$ cat src/rtl/rdseq_pkg.sv
package rdseq_pkg;

   localparam int          BYTE_W     = 8;
   localparam int          DEVSEL_W   = 3;
   localparam logic [3:0]  SEL_PREFIX = 4'b1010;

   typedef enum logic [2:0] {
      ST_IDLE,
      ST_START,
      ST_TX,
      ST_RX,
      ST_STOP
   } rd_state_e;

   typedef enum logic [1:0] {
      SG_SELW,
      SG_AHI,
      SG_ALO,
      SG_SELR
   } rd_seg_e;

   function automatic logic [BYTE_W-1:0] make_select(input logic [DEVSEL_W-1:0] dev,
                                                     input logic rd);
      return {SEL_PREFIX, dev, rd};
   endfunction

endpackage

$ cat src/rtl/rdseq_qtick.sv
module rdseq_qtick #(
   parameter int DIV_W = 12
) (
   input  logic             clk,
   input  logic             rst_n,
   input  logic             run,
   input  logic [DIV_W-1:0] div,
   output logic             tick
);

   localparam logic [DIV_W-1:0] MIN_DIV = DIV_W'(2);
   localparam logic [DIV_W-1:0] ONE     = DIV_W'(1);

   logic [DIV_W-1:0] cnt;
   logic [DIV_W-1:0] eff;

   if (DIV_W < 2) begin : g_chk_w
      $error("rdseq_qtick: DIV_W must be at least 2");
   end

   assign eff  = (div < MIN_DIV) ? MIN_DIV : div;
   assign tick = run && (cnt >= eff - ONE);

   always_ff @(posedge clk or negedge rst_n) begin
      if (!rst_n)       cnt <= '0;
      else if (!run)    cnt <= '0;
      else if (tick)    cnt <= '0;
      else              cnt <= cnt + ONE;
   end

   // a quarter lasts at least two system clocks
   assert_tick_spacing_R9: assert property (@(posedge clk) disable iff (!rst_n)
      tick |=> !tick);

endmodule

$ cat src/rtl/rdseq_shreg.sv
module rdseq_shreg #(
   parameter int W         = 8,
   parameter bit MSB_FIRST = 1'b1
) (
   input  logic         clk,
   input  logic         rst_n,
   input  logic         load,
   input  logic [W-1:0] load_val,
   input  logic         shift_tx,
   input  logic         shift_rx,
   input  logic         rx_bit,
   output logic         tx_bit,
   output logic [W-1:0] rx_val
);

   logic [W-1:0] tx_r;
   logic [W-1:0] tx_nx;
   logic [W-1:0] rx_nx;

   if (W < 2) begin : g_chk_w
      $error("rdseq_shreg: W must be at least 2");
   end

   if (MSB_FIRST) begin : g_msb
      assign tx_bit = tx_r[W-1];
      assign tx_nx  = {tx_r[W-2:0], 1'b0};
      assign rx_nx  = {rx_val[W-2:0], rx_bit};
   end else begin : g_lsb
      assign tx_bit = tx_r[0];
      assign tx_nx  = {1'b0, tx_r[W-1:1]};
      assign rx_nx  = {rx_bit, rx_val[W-1:1]};
   end

   always_ff @(posedge clk or negedge rst_n) begin
      if (!rst_n) begin
         tx_r   <= '0;
         rx_val <= '0;
      end else begin
         if (load)          tx_r <= load_val;
         else if (shift_tx) tx_r <= tx_nx;
         if (shift_rx)      rx_val <= rx_nx;
      end
   end

   // a byte is never loaded and shifted in the same cycle
   assert_load_shift_excl_R4: assert property (@(posedge clk) disable iff (!rst_n)
      !(load && shift_tx));

endmodule

$ cat src/rtl/eeprom_burst_reader.sv
module eeprom_burst_reader
   import rdseq_pkg::*;
#(
   parameter int DIV_W      = 12,
   parameter int CNT_W      = 8,
   parameter int ADDR_BYTES = 2,
   localparam int AW        = 8 * ADDR_BYTES
) (
   input  logic              clk,
   input  logic              rst_n,
   input  logic              start_i,
   input  logic              random_i,
   input  logic [2:0]        dev_i,
   input  logic [AW-1:0]     waddr_i,
   input  logic [CNT_W-1:0]  count_i,
   input  logic [DIV_W-1:0]  div_i,
   input  logic              sda_i,
   output logic              scl_o,
   output logic              sda_oe_o,
   output logic [7:0]        rdata_o,
   output logic              rvalid_o,
   output logic              done_o,
   output logic              nack_err_o
);

   localparam logic [3:0]       LAST_BIT  = 4'd8;
   localparam logic [3:0]       DATA_LAST = 4'd7;
   localparam logic [CNT_W-1:0] CNT_ONE   = CNT_W'(1);
   localparam rd_seg_e          FIRST_ADR = (ADDR_BYTES == 2) ? SG_AHI : SG_ALO;

   if (ADDR_BYTES < 1 || ADDR_BYTES > 2) begin : g_chk_ab
      $error("eeprom_burst_reader: ADDR_BYTES must be 1 or 2");
   end
   if (CNT_W < 1) begin : g_chk_cnt
      $error("eeprom_burst_reader: CNT_W must be at least 1");
   end

   rd_state_e            st;
   rd_seg_e              seg;
   rd_seg_e              nxt_seg;
   logic [1:0]           q;
   logic [3:0]           bitn;
   logic [CNT_W-1:0]     rem;
   logic [DEVSEL_W-1:0]  dev_q;
   logic [AW-1:0]        addr_q;
   logic                 ack_bad;
   logic                 abort_q;

   logic                 tick;
   logic                 slot_end;
   logic                 sample;
   logic                 last;
   logic                 load_en;
   logic [BYTE_W-1:0]    load_val;
   logic [BYTE_W-1:0]    hi_byte;
   logic                 tx_bit;
   logic [BYTE_W-1:0]    rx_val;
   logic                 scl_nx;
   logic                 oe_nx;

   rdseq_qtick #(.DIV_W(DIV_W)) u_qtick (
      .clk   (clk),
      .rst_n (rst_n),
      .run   (st != ST_IDLE),
      .div   (div_i),
      .tick  (tick)
   );

   assign slot_end = tick && (q == 2'd3);
   assign sample   = tick && (q == 2'd2);
   assign last     = (rem == CNT_ONE);

   if (ADDR_BYTES == 2) begin : g_two_adr
      assign hi_byte = addr_q[AW-1 -: 8];
   end else begin : g_one_adr
      assign hi_byte = 8'h00;
   end

   // byte that the next transmit slot will carry
   always_comb begin
      if (st == ST_START)       nxt_seg = seg;
      else if (seg == SG_SELW)  nxt_seg = FIRST_ADR;
      else                      nxt_seg = SG_ALO;
      unique case (nxt_seg)
         SG_SELW: load_val = make_select(dev_q, 1'b0);
         SG_AHI:  load_val = hi_byte;
         SG_ALO:  load_val = addr_q[7:0];
         default: load_val = make_select(dev_q, 1'b1);
      endcase
   end

   assign load_en = slot_end && ((st == ST_START) ||
                    (st == ST_TX && bitn == LAST_BIT && !ack_bad &&
                     (seg == SG_SELW || seg == SG_AHI)));

   rdseq_shreg #(.W(BYTE_W), .MSB_FIRST(1'b1)) u_shreg (
      .clk      (clk),
      .rst_n    (rst_n),
      .load     (load_en),
      .load_val (load_val),
      .shift_tx (slot_end && st == ST_TX && bitn != LAST_BIT),
      .shift_rx (sample && st == ST_RX && bitn != LAST_BIT),
      .rx_bit   (sda_i),
      .tx_bit   (tx_bit),
      .rx_val   (rx_val)
   );

   // sequencing
   always_ff @(posedge clk or negedge rst_n) begin
      if (!rst_n) begin
         st         <= ST_IDLE;
         seg        <= SG_SELW;
         q          <= '0;
         bitn       <= '0;
         rem        <= '0;
         dev_q      <= '0;
         addr_q     <= '0;
         ack_bad    <= 1'b0;
         abort_q    <= 1'b0;
         rdata_o    <= '0;
         rvalid_o   <= 1'b0;
         done_o     <= 1'b0;
         nack_err_o <= 1'b0;
      end else begin
         rvalid_o <= 1'b0;
         done_o   <= 1'b0;
         if (sample && st == ST_TX && bitn == LAST_BIT) ack_bad <= sda_i;
         if (st == ST_IDLE) begin
            if (start_i && count_i != '0) begin
               st         <= ST_START;
               seg        <= random_i ? SG_SELW : SG_SELR;
               q          <= '0;
               bitn       <= '0;
               rem        <= count_i;
               dev_q      <= dev_i;
               addr_q     <= waddr_i;
               abort_q    <= 1'b0;
               nack_err_o <= 1'b0;
            end
         end else if (tick) begin
            q <= q + 2'd1;
            if (slot_end) begin
               unique case (st)
                  ST_START: begin
                     st   <= ST_TX;
                     bitn <= '0;
                  end
                  ST_TX: begin
                     if (bitn != LAST_BIT) begin
                        bitn <= bitn + 4'd1;
                     end else if (ack_bad) begin
                        abort_q <= 1'b1;
                        st      <= ST_STOP;
                     end else begin
                        bitn <= '0;
                        unique case (seg)
                           SG_SELR: st <= ST_RX;
                           SG_ALO: begin
                              seg <= SG_SELR;
                              st  <= ST_START;
                           end
                           default: seg <= nxt_seg;
                        endcase
                     end
                  end
                  ST_RX: begin
                     if (bitn != LAST_BIT) begin
                        if (bitn == DATA_LAST) begin
                           rdata_o  <= rx_val;
                           rvalid_o <= 1'b1;
                        end
                        bitn <= bitn + 4'd1;
                     end else if (last) begin
                        st <= ST_STOP;
                     end else begin
                        rem  <= rem - CNT_ONE;
                        bitn <= '0;
                     end
                  end
                  ST_STOP: begin
                     st         <= ST_IDLE;
                     done_o     <= 1'b1;
                     nack_err_o <= abort_q;
                  end
                  default: st <= ST_IDLE;
               endcase
            end
         end
      end
   end

   // line levels: SCL high in the second half of each slot; SDA held in the
   // first quarter and updated in the second, both while SCL is low
   always_comb begin
      scl_nx = q[1];
      oe_nx  = sda_oe_o;
      unique case (st)
         ST_IDLE: begin
            scl_nx = 1'b1;
            oe_nx  = 1'b0;
         end
         ST_START: if (q != 2'd0) oe_nx = (q == 2'd3);
         ST_TX:    if (q != 2'd0) oe_nx = (bitn == LAST_BIT) ? 1'b0 : !tx_bit;
         ST_RX:    if (q != 2'd0) oe_nx = (bitn == LAST_BIT) ? !last : 1'b0;
         ST_STOP:  if (q != 2'd0) oe_nx = (q != 2'd3);
         default: begin
            scl_nx = 1'b1;
            oe_nx  = 1'b0;
         end
      endcase
   end

   always_ff @(posedge clk or negedge rst_n) begin
      if (!rst_n) begin
         scl_o    <= 1'b1;
         sda_oe_o <= 1'b0;
      end else begin
         scl_o    <= scl_nx;
         sda_oe_o <= oe_nx;
      end
   end

   // SDA steady while SCL is high inside a bit slot
   assert_sda_steady_high_R8: assert property (@(posedge clk) disable iff (!rst_n)
      (scl_o && $past(scl_o) && ($past(st) == ST_TX || $past(st) == ST_RX))
      |-> $stable(sda_oe_o));

   // data strobe lasts one clock
   assert_valid_pulse_R4: assert property (@(posedge clk) disable iff (!rst_n)
      rvalid_o |=> !rvalid_o);

   // done is a single clock with the bus idle
   assert_done_pulse_R7: assert property (@(posedge clk) disable iff (!rst_n)
      done_o |=> !done_o);
   assert_done_idle_R7: assert property (@(posedge clk) disable iff (!rst_n)
      done_o |-> (scl_o && !sda_oe_o));

   // error rises only with done, and no data follows an abort
   assert_err_with_done_R6: assert property (@(posedge clk) disable iff (!rst_n)
      $rose(nack_err_o) |-> done_o);
   assert_no_data_after_abort_R6: assert property (@(posedge clk) disable iff (!rst_n)
      abort_q |-> !rvalid_o);

endmodule

$ cat config.mk
export PLATFORM = sky130hd
export DESIGN_NAME = eeprom_burst_reader
export DESIGN_NICKNAME = d
export VERILOG_FILES = /design/src/rtl/rdseq_pkg.sv /design/src/rtl/rdseq_qtick.sv /design/src/rtl/rdseq_shreg.sv /design/src/rtl/eeprom_burst_reader.sv
export SDC_FILE = /design/constraint.sdc
export NUM_CORES = 1
export LEC_CHECK = 0
export CAP_MARGIN = 20
export CELL_PAD_IN_SITES_DETAIL_PLACEMENT = 1
export CELL_PAD_IN_SITES_GLOBAL_PLACEMENT = 2
export CORE_UTILIZATION = 35
export DETAILED_ROUTE_END_ITERATION = 7
export DONT_BUFFER_PORTS = 1
export GPL_ROUTABILITY_DRIVEN = 0
export PLACE_DENSITY_LB_ADDON = 0.1
export SLEW_MARGIN = 20
export SYNTH_ARGS = -nofsm -noshare
export SYNTH_HDL_FRONTEND = slang
export SYNTH_SLANG_ARGS = --single-unit
$ cat constraint.sdc
create_clock -name clk -period 5.7 [get_ports clk]
set_clock_uncertainty 0.1 [all_clocks]
set_input_delay 1.14 -clock clk [delete_from_list [all_inputs] [get_ports clk]]
set_output_delay 1.14 -clock clk [all_outputs]
set_load 0.1 [all_outputs]
After elaboration in Yosys (flattened, before gate mapping)
Cells that the tools add are included.
- bits in registers: 81
- input port bits: 44
- output and inout port bits: 13
- logic and storage cells: 176
- add/subtract/negate cells: 5
- $lt $le $gt $ge: 2
- equality and inequality tests: 31
- muxes and demuxes: 75
- bitwise logic cells: 1
- reduce and logical (&&, ||, !) cells: 44
- operators by type and width (operator ; count):
    8-bit 2-to-1 mux ; 9
    12-bit 2-to-1 mux ; 3
    4-bit 2-to-1 mux ; 8
    1-bit 2-to-1 mux ; 28
    2-bit 2-to-1 mux ; 13
    3-bit 2-to-1 mux ; 8
    8-bit one-hot mux with 3 select lines ; 1
    6-bit AND reduction ; 4
    2-bit nonzero test ; 8
    1-bit logical AND ; 14
    2-bit by 1-bit inequality test with 1-bit output (second input constant) ; 7
    7-bit AND reduction ; 2
    12-bit by 1-bit adder with 12-bit output (second input constant) ; 1
    12-bit >= comparator ; 1
    12-bit by 2-bit less-than comparator with 1-bit output (second input constant) ; 1
    4-bit one-hot mux with 3 select lines ; 1
    12-bit by 1-bit subtractor with 12-bit output (second input constant) ; 1
    2-bit equality test (second input constant) ; 5
    3-bit by 2-bit inequality test with 1-bit output (second input constant) ; 3
    3-bit one-hot mux with 3 select lines ; 1
    8-bit by 1-bit equality test with 1-bit output (second input constant) ; 1
    4-bit AND reduction ; 2
    8-bit nonzero test ; 1
    8-bit by 1-bit subtractor with 8-bit output (second input constant) ; 1
    25 further kinds ; 34

Depth between registers and ports, before layout
- depth after elaboration: 10
- gate-level depth with buffers: 17

Cells and area by module
From an unflattened synthesis, not the netlist that was laid out.
- cell total of the unflattened synthesis: 467
- area, all modules: 4649.5 sq um
- modules (own cells, without submodules) (module ; times used ; cells each ; area an instance (sq um) ; sequential area each (sq um)):
    eeprom_burst_reader ; 1 ; 299 ; 2926.6 ; 1327.5
    rdseq_qtick ; 1 ; 117 ; 1022.2 ; 300.3
    rdseq_shreg ; 1 ; 51 ; 700.7 ; 400.4

Least setup slack after synthesis
No wires, ideal clock.
- kind: in2reg
- from: in div_i[7]
- to: reg rdata_o[0]
- setup time: 125 ps
- arrival time: 5259 ps
- setup slack: 216 ps
- stages on the path: 17
- path buffers: 1
- path through: or4_1 -> or4_1 -> nor2_1 -> nand2_1 -> o21ai_0 -> ha_1 -> nand2_1 -> nor4_1 -> xnor2_1 -> ha_1 -> nand4_1 -> or3_4 -> o31ai_4 -> o21ai_2 -> or4_4 -> buf_6 -> mux2_4
- cells in the longest elaborated chain, start to end: 7
- RTL lines (item ; line ; RTL):
    from (decl) ; eeprom_burst_reader.sv:16 ; input logic [DIV_W-1:0] div_i,
    12-bit by 2-bit less-than comparator with 1-bit output ; rdseq_qtick.sv:21 ; assign eff = (div < MIN_DIV) ? MIN_DIV : div;
    12-bit 2-to-1 mux * ; rdseq_qtick.sv:21 ;
    12-bit by 1-bit subtractor with 12-bit output * ; rdseq_qtick.sv:22 ; assign tick = run && (cnt >= eff - ONE);
    12-bit >= comparator * ; rdseq_qtick.sv:22 ;
    1-bit logical AND * ; rdseq_qtick.sv:22 ;
    1-bit logical AND ; eeprom_burst_reader.sv:69 ; assign slot_end = tick && (q == 2'd3);
    6-bit AND reduction (no source line) * ; n/a ;
    to (signal assigned) ; eeprom_burst_reader.sv:169 ; rdata_o <= rx_val;
    to (decl) ; eeprom_burst_reader.sv:20 ; output logic [7:0] rdata_o,
Every way passes the cells marked *; elsewhere a longest branch is shown, timed or not.
A chain may end at the register's enable or synchronous reset.

Worst setup path after layout
- from: in div_i[7]
- to: reg rdata_o[6]
Same word-level chain as after synthesis.

==> flow_summary_export.csv <==
group,metric,value,unit
synthesis,synth_flop_cell,"dfrtp_1",
placement,io_buffers,0,
power_and_ir_drop,ir_drop,128,µV
timing,slew_headroom,38.7,%
power_and_ir_drop,power_density,401,nW/µm²
clock_tree,cts_tree,"yes",
synthesis,synth_area,4510,µm²
timing,slew_violations,0,
worst_setup_path,r2r_cells,9,
worst_setup_path,cp-start-kind,"input pin",
synthesis,synth_seq_area_share,45.0,%
grt,grt-ovfl-total,0,
routing,first_iter_violations,111,
power_and_ir_drop,leakage,0.00222,µW
floorplan,ios,57,
synthesis,yosysTopAreaCell,"dfrtp_1",
layout,instances_no_fill,618,
clock_tree,postCtsSetupRepairBufs,0,
placement,dp.cells,603,
worst_setup_path,cp.arrival,5.41,ns
floorplan,start_util,35.9,%
routing,firstDrtPassIters,4,
clock_tree,numCtsBuffers,9,
routing,vias,3311,
worst_setup_path,worstPathMaxFanout,9,
routing,vias_per_cell,5.36,
floorplan,dieHeight,116,µm
worst_setup_path,crit_path_cell_trace,"or4_1 -> or4_1 -> nor2_1 -> nand2_1 -> o21ai_0 -> ha_1 -> nand2_1 -> nor4_2 -> xnor2_1 -> ha_1 -> nand4_1 -> or3_4 -> o31ai_4 -> o21ai_2 -> or4_4 -> mux2_4",
worst_hold_path,min_path_type,"in2async",
synthesis,ys_ff_latch,81,
clock_tree,cts_hold_buf,0,
grt,antenna_found_initial,0,
layout,post-route-util,39.8,%
synthesis,synthArstFlopShare,100,%
grt,track_usage,17.5,%
timing,setup_viol,0,
timing,fmax,189,MHz
floorplan,core_area,12600,µm²
grt,grt_pass1_wl,17.7,mm
routing,drc,0,
clock_tree,clkTransAtPathRegs,0.06,ns
synthesis,avgSynthCellArea,10.3,µm²
synthesis,synthCells,437,
job,drv_cap,0,
worst_setup_path,cp.required,5.82,ns
timing,finalCritPeriodShare,92.9,%
clock_tree,cts_root_buffer,"clkbuf_16",
grt,grt_pass1_vias,3486,
worst_setup_path,worstReg2RegStart,"u_qtick.cnt[0]",
timing,fin_hold_ws,0.398,ns
worst_setup_path,critPathMaxStageDelay,0.64,ns
timing,hold_viol_final,0,
worst_setup_path,crit_type,"in2reg",
clock_tree,cts_max_level,3,
status,status,"completed",
routing,drt_wl_total,10.7,mm
layout,syn_to_final_growth,10.8,%
clock_tree,cts_resized,0,
worst_setup_path,r2r_end,"u_shreg.tx_r[6]",
timing,rsz0062_at_grt,"no",
layout,nNetsFinal,507,
layout,antenna_cells,0,
placement,placed_area,4730,µm²
timing,period_minus_slack,5.30,ns
floorplan,die_area,13300,µm²
synthesis,syn_nets,502,
worst_setup_path,rrSetupSlack,2.78,ns
synthesis,yosysWarnings,0,
floorplan,die_x,116,µm
synthesis,synth_area_leaders,"dfrtp_1, mux2_2, ha_1",
synthesis,yosys.cell_types.count,58,
synthesis,yosysTopAreaCellShare,44.4,%
timing,finalSetupTns,0,ns
routing,ant_nets,0,
clock_tree,clockBufferDepth,2,
layout,nFillCells,1429,
grt,grt_max_degree,82,
placement,place_hpwl,7.87,mm
worst_setup_path,critical-path-slowest-cell,"or4_4",
layout,layout-drive-gt1-share,16.8,%
worst_setup_path,end_kind,"flip-flop",
timing,tightest_slew,0.920,ns
layout,fin_area,5000,µm²
routing,post_drt_wl_per_cell,17.3,µm
synthesis,synth-edff-count,0,
clock_tree,cts_sinks,81,
clock_tree,insertion_delay,0.34,ns
floorplan,rows,41,
## area by class of cell
type | count | area (µm²) | area share [%]
Sequential cell | 81 | 2030 | 40.6
Multi-Input combinational cell | 327 | 2370 | 47.4
Clock inverter | 3 | 17.5 | 0.350
Clock buffer | 12 | 246 | 4.93
Timing Repair Buffer | 10 | 75.1 | 1.50
Tap cell | 172 | 215 | 4.30
Inverter | 13 | 48.8 | 0.976
## registers in the layout, summed over array words and instances, names as in the netlist
register and cells:
scl_o 1, sda_oe_o 1, u_qtick.cnt 12, seg 2, rvalid_o 1, bitn 4
abort_q 1, st 3, u_shreg.rx_val 8, u_shreg.tx_r 8, done_o 1, q 2
ack_bad 1, rem 8, addr_q 16, dev_q 3, rdata_o 8, nack_err_o 1
## power by group
part           total, µW  internal [µW]  switching [µW]
clock                525            303             222
combinational        602            284             318
sequential           879            705             174
total               2010           1290             715
## synth_stat cells (3+ instances only)
library cell	number
clkbuf_1	12
or4_1	3
mux2_2	36
a21boi_0	3
nor3_1	7
a22oi_1	4
inv_1	13
mux2i_1	4
nor3b_1	3
nand4_1	3
a22o_1	3
or3_1	7
and3_1	8
nor2_1	44
o22ai_1	8
nand2b_1	6
a211o_1	3
buf_2	3
o211ai_1	7
nor4_1	9
a21oi_1	16
o21ai_0	23
o22a_1	5
mux2_4	8
nand2_1	34
ha_1	21
nand3_1	9
xnor2_1	12
xor2_1	7
dfrtp_1	80
## cell families (layout without fill, tap and decap cells)
| kind of cell | after synthesis | count (layout) | share of synthesized area (%) |
|---|---|---|---|
| flip-flops | 81 | 81 | 45.0 |
| multiplexers | 48 | 48 | 12.5 |
| buffers and inverters | 29 | 38 | 2.66 |
| AO/OA/AOI/OAI | 91 | 91 | 13.7 |
| adder cells (fa/ha/maj) | 22 | 22 | 6.05 |
| AND/OR/NAND/NOR | 147 | 147 | 16.4 |
| XOR/XNOR | 19 | 19 | 3.69 |
## worst max-delay path: cells and delay by family
family / cells / cell delay, ns
adders and majority gates: 2 / 0.54
muxes: 1 / 0.33
AOI/OAI and AO/OA: 3 / 0.54
and+or+nand+nor: 9 / 2.75
xor gates and xnor gates: 1 / 0.10
## cells in the final DEF, fill, tap and decap left out, types with 3 or more instances in the layout
cell       count
a21oi_1       16
nand4_1        3
nand2b_1       6
nor3_1         7
a211o_1        3
nor4_1         8
nand3_1        9
xnor2_1       12
or4_1          3
o211ai_1       7
o22ai_1        8
nor3b_1        3
buf_4         10
mux2_4         8
mux2i_1        4
nor2_1        44
clkbuf_16      9
xor2_1         7
inv_1         13
mux2_2        36
and3_1         8
or3_1          7
a21boi_0       3
a22oi_1        4
a22o_1         3
o21ai_0       23
o22a_1         5
dfrtp_1       80
nand2_1       34
ha_1          21
## routing by layer
metal	GRT usage, %	part of all wire (%)
met1	22.5	47
met2	28.4	48
met3	3.61	3.1
met4	7.71	1.7
met5	0	0
## worst max path at each step
stage,from,endpoint
detailed placement,div_i[7],rdata_o[6]
CTS,div_i[7],rdata_o[6]
global route,div_i[7],rdata_o[6]
global placement,div_i[7],rdata_o[7]
finish,div_i[7],rdata_o[6]
floorplan,div_i[7],rdata_o[0]
## through the flow
stage | setup slack, ns | total power (µW)
floorplan | 0.216 | 1320
global placement | 0.0754 | 1490
detailed placement | -0.0418 | 1510
CTS | 0.300 | 2040
global route | 0.0254 | 2170
finish | 0.405 | 2010
(Power assumes the default switching activity.)
